File: config.mk
export PLATFORM = sky130hd
export DESIGN_NAME = nd_decoder
export DESIGN_NICKNAME = d
export VERILOG_FILES = /design/src/rtl/nd_pkg.sv /design/src/rtl/nd_op_expand.sv /design/src/rtl/nd_operand_route.sv /design/src/rtl/nd_branch_resolve.sv /design/src/rtl/nd_decoder.sv
export SDC_FILE = /design/constraint.sdc
export NUM_CORES = 1
export LEC_CHECK = 0
export BUFFER_PORTS_ARGS = -buffer_cell sky130_fd_sc_hd__buf_2
export CAP_MARGIN = 20
export CORE_AREA = 3 3 40 42
export DETAILED_ROUTE_END_ITERATION = 10
export DIE_AREA = 0 0 43 45
export PLACE_DENSITY = 0.51
export SLEW_MARGIN = 10
export SYNTH_ARGS = -nofsm -noshare
export SYNTH_HDL_FRONTEND = slang
export SYNTH_SLANG_ARGS = --single-unit
File: constraint.sdc
create_clock -name vclk -period 1.3
set_input_delay 0.065 -clock vclk [all_inputs]
set_output_delay 0.065 -clock vclk [all_outputs]
set_load 0.05 [all_outputs]
File: src/rtl/nd_pkg.sv
// Package: shared operation indices for the instruction decoder.
// Assumes a one-hot operation vector ordered add, negate, move, jump.
package nd_pkg;
    localparam int OPS_N = 4;
    typedef enum logic [1:0] {
        OP_ADD = 2'b00,
        OP_NEG = 2'b01,
        OP_MOV = 2'b10,
        OP_JMP = 2'b11
    } op_e;
    localparam int IX_ADD = 0;
    localparam int IX_NEG = 1;
    localparam int IX_MOV = 2;
    localparam int IX_JMP = 3;
endpackage

File: src/rtl/nd_op_expand.sv
// Expands a binary opcode into a one-hot operation vector.
// Assumes every opcode value names exactly one operation.
module nd_op_expand #(
    parameter int OPC_W = 2,
    localparam int NOPS = 1 << OPC_W
) (
    input  logic [OPC_W-1:0] opc_i,
    output logic [NOPS-1:0]  onehot_o
);
    // One comparator per operation slot.
    for (genvar g = 0; g < NOPS; g++) begin : g_slot
        assign onehot_o[g] = (opc_i == OPC_W'(g));
    end
endmodule

File: src/rtl/nd_operand_route.sv
// Picks the two operand register selects.
// Negate routes the constant-zero register to A and field A to B,
// so the arithmetic unit forms 0 - Ra. Other operations pass fields through.
module nd_operand_route #(
    parameter int RAW = 3
) (
    input  logic           is_neg_i,
    input  logic [RAW-1:0] fa_i,
    input  logic [RAW-1:0] fb_i,
    output logic [RAW-1:0] opa_o,
    output logic [RAW-1:0] opb_o
);
    // Operand steering by operation.
    always_comb begin
        if (is_neg_i) begin
            opa_o = '0;
            opb_o = fa_i;
        end else begin
            opa_o = fa_i;
            opb_o = fb_i;
        end
    end
endmodule

File: src/rtl/nd_branch_resolve.sv
// Resolves jump-if-zero: next-PC select is 1 for sequential, 0 for jump.
// Assumes the register value is only meaningful when is_jump_i is high.
module nd_branch_resolve #(
    parameter int DATA_W = 4,
    parameter int PC_W   = 3
) (
    input  logic              is_jump_i,
    input  logic [DATA_W-1:0] reg_val_i,
    input  logic [PC_W-1:0]   tgt_field_i,
    output logic              seq_o,
    output logic [PC_W-1:0]   tgt_o
);
    logic reg_zero;

    // Zero test of the register operand.
    always_comb reg_zero = (reg_val_i == '0);

    // Taken only for a jump whose register is zero.
    always_comb seq_o = !(is_jump_i && reg_zero);

    // Target is passed through unconditionally.
    always_comb tgt_o = tgt_field_i;
endmodule

File: src/rtl/nd_decoder.sv
// Top: combinational decoder for a four-operation 4-bit processor.
// Word layout: opcode | field A | field B | immediate, high to low.
// Assumes the PC width does not exceed the immediate width.
module nd_decoder #(
    parameter int OPC_W  = 2,
    parameter int RAW    = 3,
    parameter int DATA_W = 4,
    parameter int PC_W   = 3,
    localparam int IMM_W   = DATA_W,
    localparam int INSTR_W = OPC_W + 2*RAW + IMM_W,
    localparam int FB_LO   = IMM_W,
    localparam int FA_LO   = IMM_W + RAW,
    localparam int OP_LO   = IMM_W + 2*RAW,
    localparam int NOPS    = 1 << OPC_W
) (
    input  logic [INSTR_W-1:0] instr_i,
    input  logic [DATA_W-1:0]  ra_val_i,
    output logic [RAW-1:0]     dst_sel_o,
    output logic               wr_en_o,
    output logic               wb_alu_o,
    output logic [IMM_W-1:0]   imm_o,
    output logic [RAW-1:0]     opa_sel_o,
    output logic [RAW-1:0]     opb_sel_o,
    output logic               sub_o,
    output logic               seq_o,
    output logic [PC_W-1:0]    jmp_addr_o
);
    import nd_pkg::*;

    logic [OPC_W-1:0] opc;
    logic [RAW-1:0]   fa, fb;
    logic [NOPS-1:0]  op_vec;

    // Field extraction.
    always_comb begin
        opc   = instr_i[OP_LO +: OPC_W];
        fa    = instr_i[FA_LO +: RAW];
        fb    = instr_i[FB_LO +: RAW];
        imm_o = instr_i[IMM_W-1:0];
    end

    nd_op_expand #(.OPC_W(OPC_W)) u_expand (
        .opc_i    (opc),
        .onehot_o (op_vec)
    );

    // Register-file and arithmetic controls from the operation vector.
    always_comb begin
        dst_sel_o = fa;
        wr_en_o   = op_vec[IX_ADD] | op_vec[IX_NEG] | op_vec[IX_MOV];
        wb_alu_o  = op_vec[IX_ADD] | op_vec[IX_NEG];
        sub_o     = op_vec[IX_NEG];
    end

    nd_operand_route #(.RAW(RAW)) u_route (
        .is_neg_i (op_vec[IX_NEG]),
        .fa_i     (fa),
        .fb_i     (fb),
        .opa_o    (opa_sel_o),
        .opb_o    (opb_sel_o)
    );

    nd_branch_resolve #(.DATA_W(DATA_W), .PC_W(PC_W)) u_branch (
        .is_jump_i   (op_vec[IX_JMP]),
        .reg_val_i   (ra_val_i),
        .tgt_field_i (instr_i[PC_W-1:0]),
        .seq_o       (seq_o),
        .tgt_o       (jmp_addr_o)
    );
endmodule

* Word-level counts from Yosys, hierarchy flattened
Index checks and enable logic that the tools add are counted.
Storage, ports and cells: register bits 0, bits of input ports 16, output and inout port bits 20, word-level logic and storage cells 11
Cells by class: equal/unequal tests 3, mux-type cells 2, bitwise operators 2, reduce and logical (&&, ||, !) cells 4
Operators with widths (count):
- two-way mux 3 bit | 2
- equality test 2 bit, second input constant | 2
- zero test 4 bit | 1
- equality test 2 x 1 -> 1 bit, second input constant | 1
- zero test 2 bit | 1
- OR 1 bit | 2
- logical AND 1 bit | 1
- zero test 1 bit | 1

* Depth between registers and ports, before layout
Gate-level depths: netlist of run 1.
word-level depth 3, mapped depth 2, mapped depth without buffers 2

* Modules after synthesis
From an unflattened synthesis of run 1, not the netlist that was laid out.
Unflattened totals: cell total of the unflattened synthesis 24, area, all modules 187.7 µm²
By module, submodules not included:
- nd_decoder | times used 1, cells an instance 9, area an instance 65.1 µm², sequential area each 0.0 µm²
- nd_operand_route | times used 1, cells an instance 6, area an instance 60.1 µm², sequential area each 0.0 µm²
- nd_branch_resolve | times used 1, cells an instance 5, area an instance 36.3 µm², sequential area each 0.0 µm²
- nd_op_expand | times used 1, cells an instance 4, area an instance 26.3 µm², sequential area each 0.0 µm²

* Worst setup path before layout of run 1
Ideal clock, no wire load.
path kind in2out, start input ra_val_i[1], end output seq_o, arrival time 0.744 ns, required time 1.235 ns, slack 0.491 ns, stages 2, path through nor4_1 nand3_1
On the way: cells in the longest elaborated chain, start to end 3
Ends and longest elaborated chain:
- start: declaration | line nd_decoder.sv:17 | input logic [DATA_W-1:0] ra_val_i,
- zero test 4 bit | line nd_branch_resolve.sv:16 | always_comb reg_zero = (reg_val_i == '0);
- logical AND 1 bit | line nd_branch_resolve.sv:19 | always_comb seq_o = !(is_jump_i && reg_zero);
- zero test 1 bit | line nd_branch_resolve.sv:19
- end: declaration | line nd_decoder.sv:25 | output logic seq_o,
No other way between the ends.

* Worst setup path in the final report of run 1
start input instr_i[11], end output opb_sel_o[1]
On the way: cells in the longest elaborated chain, start to end 2
Ends and longest elaborated chain:
- start: declaration | line nd_decoder.sv:16 | input logic [INSTR_W-1:0] instr_i,
- equality test 2 x 1 -> 1 bit | line nd_op_expand.sv:12 | assign onehot_o[g] = (opc_i == OPC_W'(g));
- two-way mux 3 bit | line nd_operand_route.sv:15 | if (is_neg_i) begin
- end: declaration | line nd_decoder.sv:23 | output logic [RAW-1:0] opb_sel_o,
No other way between the ends.

==> flow_summary.json, run 1 <==
{
  "outcome": "finished, final reports clean",
  "nets": 55,
  "crit_start": "instr_i[11]",
  "max_freq_mhz": 1080,
  "die_h_um": 45,
  "seq_cells": 0,
  "seq_area_frac_synth": 0,
  "rsz0062_at_grt": "false",
  "firstDrtPassIters": 2,
  "yosys_warnings": 0,
  "placed_area_um2": 248,
  "powerDensity_mw_per_mm2": 625,
  "drcViolationCount": 0,
  "met3_usage": 0,
  "seqPwrFrac": 0,
  "syn-num-nets": 38,
  "die_area_mm2": 0.00194,
  "syn_area_um2": 179,
  "final_common_cell": "buf_2",
  "grt_pass1_vias": 136,
  "whs_ns": 0.130,
  "critPathRequiredTime_ns": 1.24,
  "path_max_fanout": 7,
  "slew_viol_final": 0,
  "hold_buffers": 0,
  "syn-instance-count": 22,
  "p_switching_w": 0.000108,
  "grt_start_max_net_pins": 8,
  "wl_um": 424,
  "power_frac_comb": 1.000,
  "drt_iter0_markers": 1,
  "synth.distinct_cells": 8,
  "drive_gt1_frac": 0.865,
  "gp_congestion": 0.592,
  "vias_per_cell": 3.25,
  "syn_avg_cell_area_um2": 8.13,
  "cts_setup_buffers": 0,
  "antenna_cells": 0,
  "relSlewSlack": 0.833,
  "worst_slew_pin_slew_ns": 0.253,
  "period_minus_slack_ns": 0.930,
  "period_share": 0.715,
  "coreArea_mm2": 0.00128,
  "place.port_buffers": 25,
  "hold_viol_final": 0,
  "cp-endpoint": "opb_sel_o[1]",
  "ctsResizeCount": 0,
  "finalSetupTns_ns": 0,
  "postRouteAntennaNets": 0,
  "clkPwrFrac": 0,
  "grtUsageTotal": 0.0398,
  "fin_util": 0.193,
  "startpoint_type": "input port",
  "ir_drop_mv": 0.0827,
  "top_usage_layer": "met2",
  "p_sw_frac": 0.697,
  "p_leak_nw": 0.158,
  "die_x_um": 43,
  "syn_to_final_growth_pct": 38.5,
  "nClkBuffers": 0,
  "initial_utilization": 0.139,
  "hp-class": "input port to output pin",
  "design_area_um2": 248,
  "post_drt_wl_per_cell_um": 8.15,
  "grt_overflow_total": 0,
  "vias": 169,
  "drv_cap": 0,
  "cp_data_arrival_time_ns": 0.86,
  "io_pins": 36,
  "crit_path_end_kind": "output pin",
  "regArea_um2": 0,
  "setup_viol": 0,
  "mostFrequentLayoutCells": "buf_2 (25), mux2_4 (3), and2_2 (3)",
  "grt_use_met1": 0.0476,
  "grt_pass1_wl_um": 634,
  "p_int_w": 0.0000470,
  "antenna_found_initial": 0,
  "critPathKind": "input port to output pin",
  "use_met2": 0.0838,
  "row_count": 13
}
cell type report:
| type | count | area, um2 |
|---|---|---|
| Multi-Input combinational cell | 10 | 96.3 |
| Fill cell | 150 | 1040 |
| Inverter | 2 | 7.51 |
| Timing Repair Buffer | 25 | 125 |
| Tap cell | 15 | 18.8 |
routing by layer:
| layer | vias up | wire length, um |
|---|---|---|
| met5 | - | 0 |
| met3 | 0 | 74 |
| met2 | 13 | 207 |
| li1 | 91 | - |
| met1 | 65 | 142 |
| met4 | 0 | 0 |
through the flow:
stage | cells | setup WS [ns] | total power (W)
floorplan | 22 | 0.491 | 0.000178
global placement | 52 | 0.372 | 0.000155
detailed placement | 52 | 0.359 | 0.000157
CTS | 52 | 0.359 | 0.000157
global route | 52 | 0.329 | 0.000164
finish | 52 | 0.370 | 0.000155
worst min path at each step:
stage / endpoint / cells past startpoint / start
after floorplan: dst_sel_o[0] / 1 / instr_i[7]
after global placement: jmp_addr_o[1] / 0 / instr_i[1]
after detailed placement: jmp_addr_o[1] / 0 / instr_i[1]
after CTS: jmp_addr_o[1] / 0 / instr_i[1]
after global routing: imm_o[3] / 0 / instr_i[3]
final: imm_o[3] / 0 / instr_i[3]
critical path: stages:
cell and delay (ns):
buf_2 0.12, nand2b_4 0.17, mux2_4 0.30, buf_2 0.21
synth_stat cells (all sizes together):
cell / n / area share
nor4: 1 / 0.035
nand2b: 1 / 0.077
buf: 10 / 0.42
nand3: 1 / 0.028
and2: 3 / 0.13
inv: 2 / 0.042
mux2: 3 / 0.25
nand2: 1 / 0.021
power by group through the flow:
stage | Sequential [W] | Clock (W) | Combinational, W
after floorplan | 0 | 0 | 0.000178
after global placement | 0 | 0 | 0.000155
after detailed placement | 0 | 0 | 0.000157
after CTS | 0 | 0 | 0.000157
after global routing | 0 | 0 | 0.000164
final | 0 | 0 | 0.000155
logic make-up after synthesis:
kind of cell / after synthesis / synth area share
muxes: 3 / 0.252
buffers and inverters: 12 / 0.462
and+or+nand+nor: 7 / 0.287
Power figures use the tool's default switching activity.
==> run 2, diff against run 1 <==
--- a/config.mk
+++ b/config.mk
@@ -10,7 +10,7 @@
 export CORE_AREA = 3 3 40 42
 export DETAILED_ROUTE_END_ITERATION = 10
 export DIE_AREA = 0 0 43 45
-export PLACE_DENSITY = 0.51
+export PLACE_DENSITY = 0.53
 export SLEW_MARGIN = 10
 export SYNTH_ARGS = -nofsm -noshare
 export SYNTH_HDL_FRONTEND = slang
==> constraint.sdc (replaced) <==
create_clock -name vclk -period 0.8
set_input_delay 0.04 -clock vclk [all_inputs]
set_output_delay 0.04 -clock vclk [all_outputs]
set_load 0.05 [all_outputs]
==> flow_summary.json, run 2 (synthesis results as in run 1) <==
{
  "vias": 183,
  "postRouteAntennaNets": 0,
  "gp_congestion": 0.586,
  "grt_overflow_total": 0,
  "hold_viol_final": 0,
  "grt_pass1_wl_um": 703,
  "slew_viol_final": 0,
  "grtUsageTotal": 0.0431,
  "startpoint_type": "input port",
  "outcome": "finished, violations left",
  "syn_to_final_growth_pct": 67.1,
  "drcViolationCount": 0,
  "final_common_cell": "buf_2",
  "coreArea_mm2": 0.00128,
  "crit_path_end_kind": "output pin",
  "rsz0062_at_grt": "true",
  "crit_start": "instr_i[11]",
  "grt_pass1_vias": 184,
  "place_inst": 54,
  "min_from": "instr_i[3]",
  "worst_slew_pin_slew_ns": 0.253,
  "hold_buffers": 0,
  "io_pins": 36,
  "path_max_fanout": 7,
  "firstDrtPassIters": 1,
  "regArea_um2": 0,
  "max_freq_mhz": 1250,
  "die_h_um": 45,
  "place.port_buffers": 25,
  "cp_data_arrival_time_ns": 0.76,
  "p_leak_nw": 0.183,
  "ir_drop_mv": 0.137,
  "setup_viol": 1,
  "drv_cap": 0,
  "relSlewSlack": 0.833,
  "die_x_um": 43,
  "drive_gt1_frac": 0.875,
  "vias_per_cell": 3.33,
  "nets": 58,
  "crit_chain": "buf_6 > nand2b_4 > mux2_4 > buf_8",
  "dp_hpwl_um": 414,
  "antenna_cells": 0,
  "grt_start_max_net_pins": 8,
  "initial_utilization": 0.139,
  "violations": "negative setup slack",
  "drt_iter0_markers": 0,
  "critPathKind": "input port to output pin",
  "period_share": 1.00,
  "powerDensity_mw_per_mm2": 958,
  "hp-class": "input port to output pin",
  "critPathRequiredTime_ns": 0.76,
  "setup_ws_ns": -0.00263,
  "slowest_delay_ns": 0.32,
  "die_area_mm2": 0.00194,
  "seq_cells": 0,
  "period_minus_slack_ns": 0.803,
  "placed_area_um2": 263,
  "row_count": 13,
  "antenna_found_initial": 0,
  "wl_um": 447,
  "design_area_um2": 299,
  "nClkBuffers": 0,
  "stdcell_count": 55,
  "cp_slowest_cell": "mux2_4",
  "mostFrequentLayoutCells": "buf_2 (21), mux2_4 (3), and2_2 (3), buf_6 (3), buf_4 (3)",
  "post_drt_wl_per_cell_um": 8.13
}
-- run 2: final timing paths --
check / end / cells past startpoint
setup / recovery: opb_sel_o[0] / 4
hold / removal: imm_o[3] / 0
-- run 2: what timing repair did --
action	CTS	global route
resized for setup	8	0
cloned	0	0
endpoints found under the setup margin	3	3
pin swaps	0	0
buffers inserted	1	0
-- run 2: report_power, final --
part	internal (W)	switching [W]
Clock	0	0
Sequential	0	0
Combinational	0.000106	0.000181
Total	0.000106	0.000181
-- run 2: worst max-delay path: cells and delay by family --
kind,cells,cell delay (ns)
mux,1,0.32
simple gates,1,0.16
buf+inv,2,0.24
-- run 2: metrics by stage --
stage / total power, W / utilization / setup WS, ns / hold slack (ns) / TNS (ns)
6_report: 0.000286 / 0.233 / -0.00263 / 0.0800 / -0.00263
5_1_grt: 0.000301 / 0.233 / -0.0340 / 0.0801 / -0.0897
4_1_cts: 0.000289 / 0.233 / -0.00806 / 0.0806 / -0.0140
3_5_place_dp: 0.000261 / 0.204 / -0.0670 / 0.0806 / -0.199
3_3_place_gp: 0.000259 / 0.204 / -0.0595 / 0.0806 / -0.172
2_1_floorplan: 0.000289 / - / 0.0409 / 0.247 / 0
-- run 2: routing by layer --
layer / vias to the layer above / track usage / share of wire
met2: 11 / 0.0868 / 0.55
met4: 0 / 0.0120 / 0
met3: 0 / 0.00797 / 0.16
met5: - / 0 / 0
met1: 75 / 0.0452 / 0.29
li1: 97 / - / -
-- run 2: area by class of cell --
| cell class | instances | area (um2) |
|---|---|---|
| fill | 148 | 986 |
| timing repair buffer | 28 | 176 |
| multi-input combinational | 10 | 96.3 |
| tap | 15 | 18.8 |
| inverter | 2 | 7.51 |
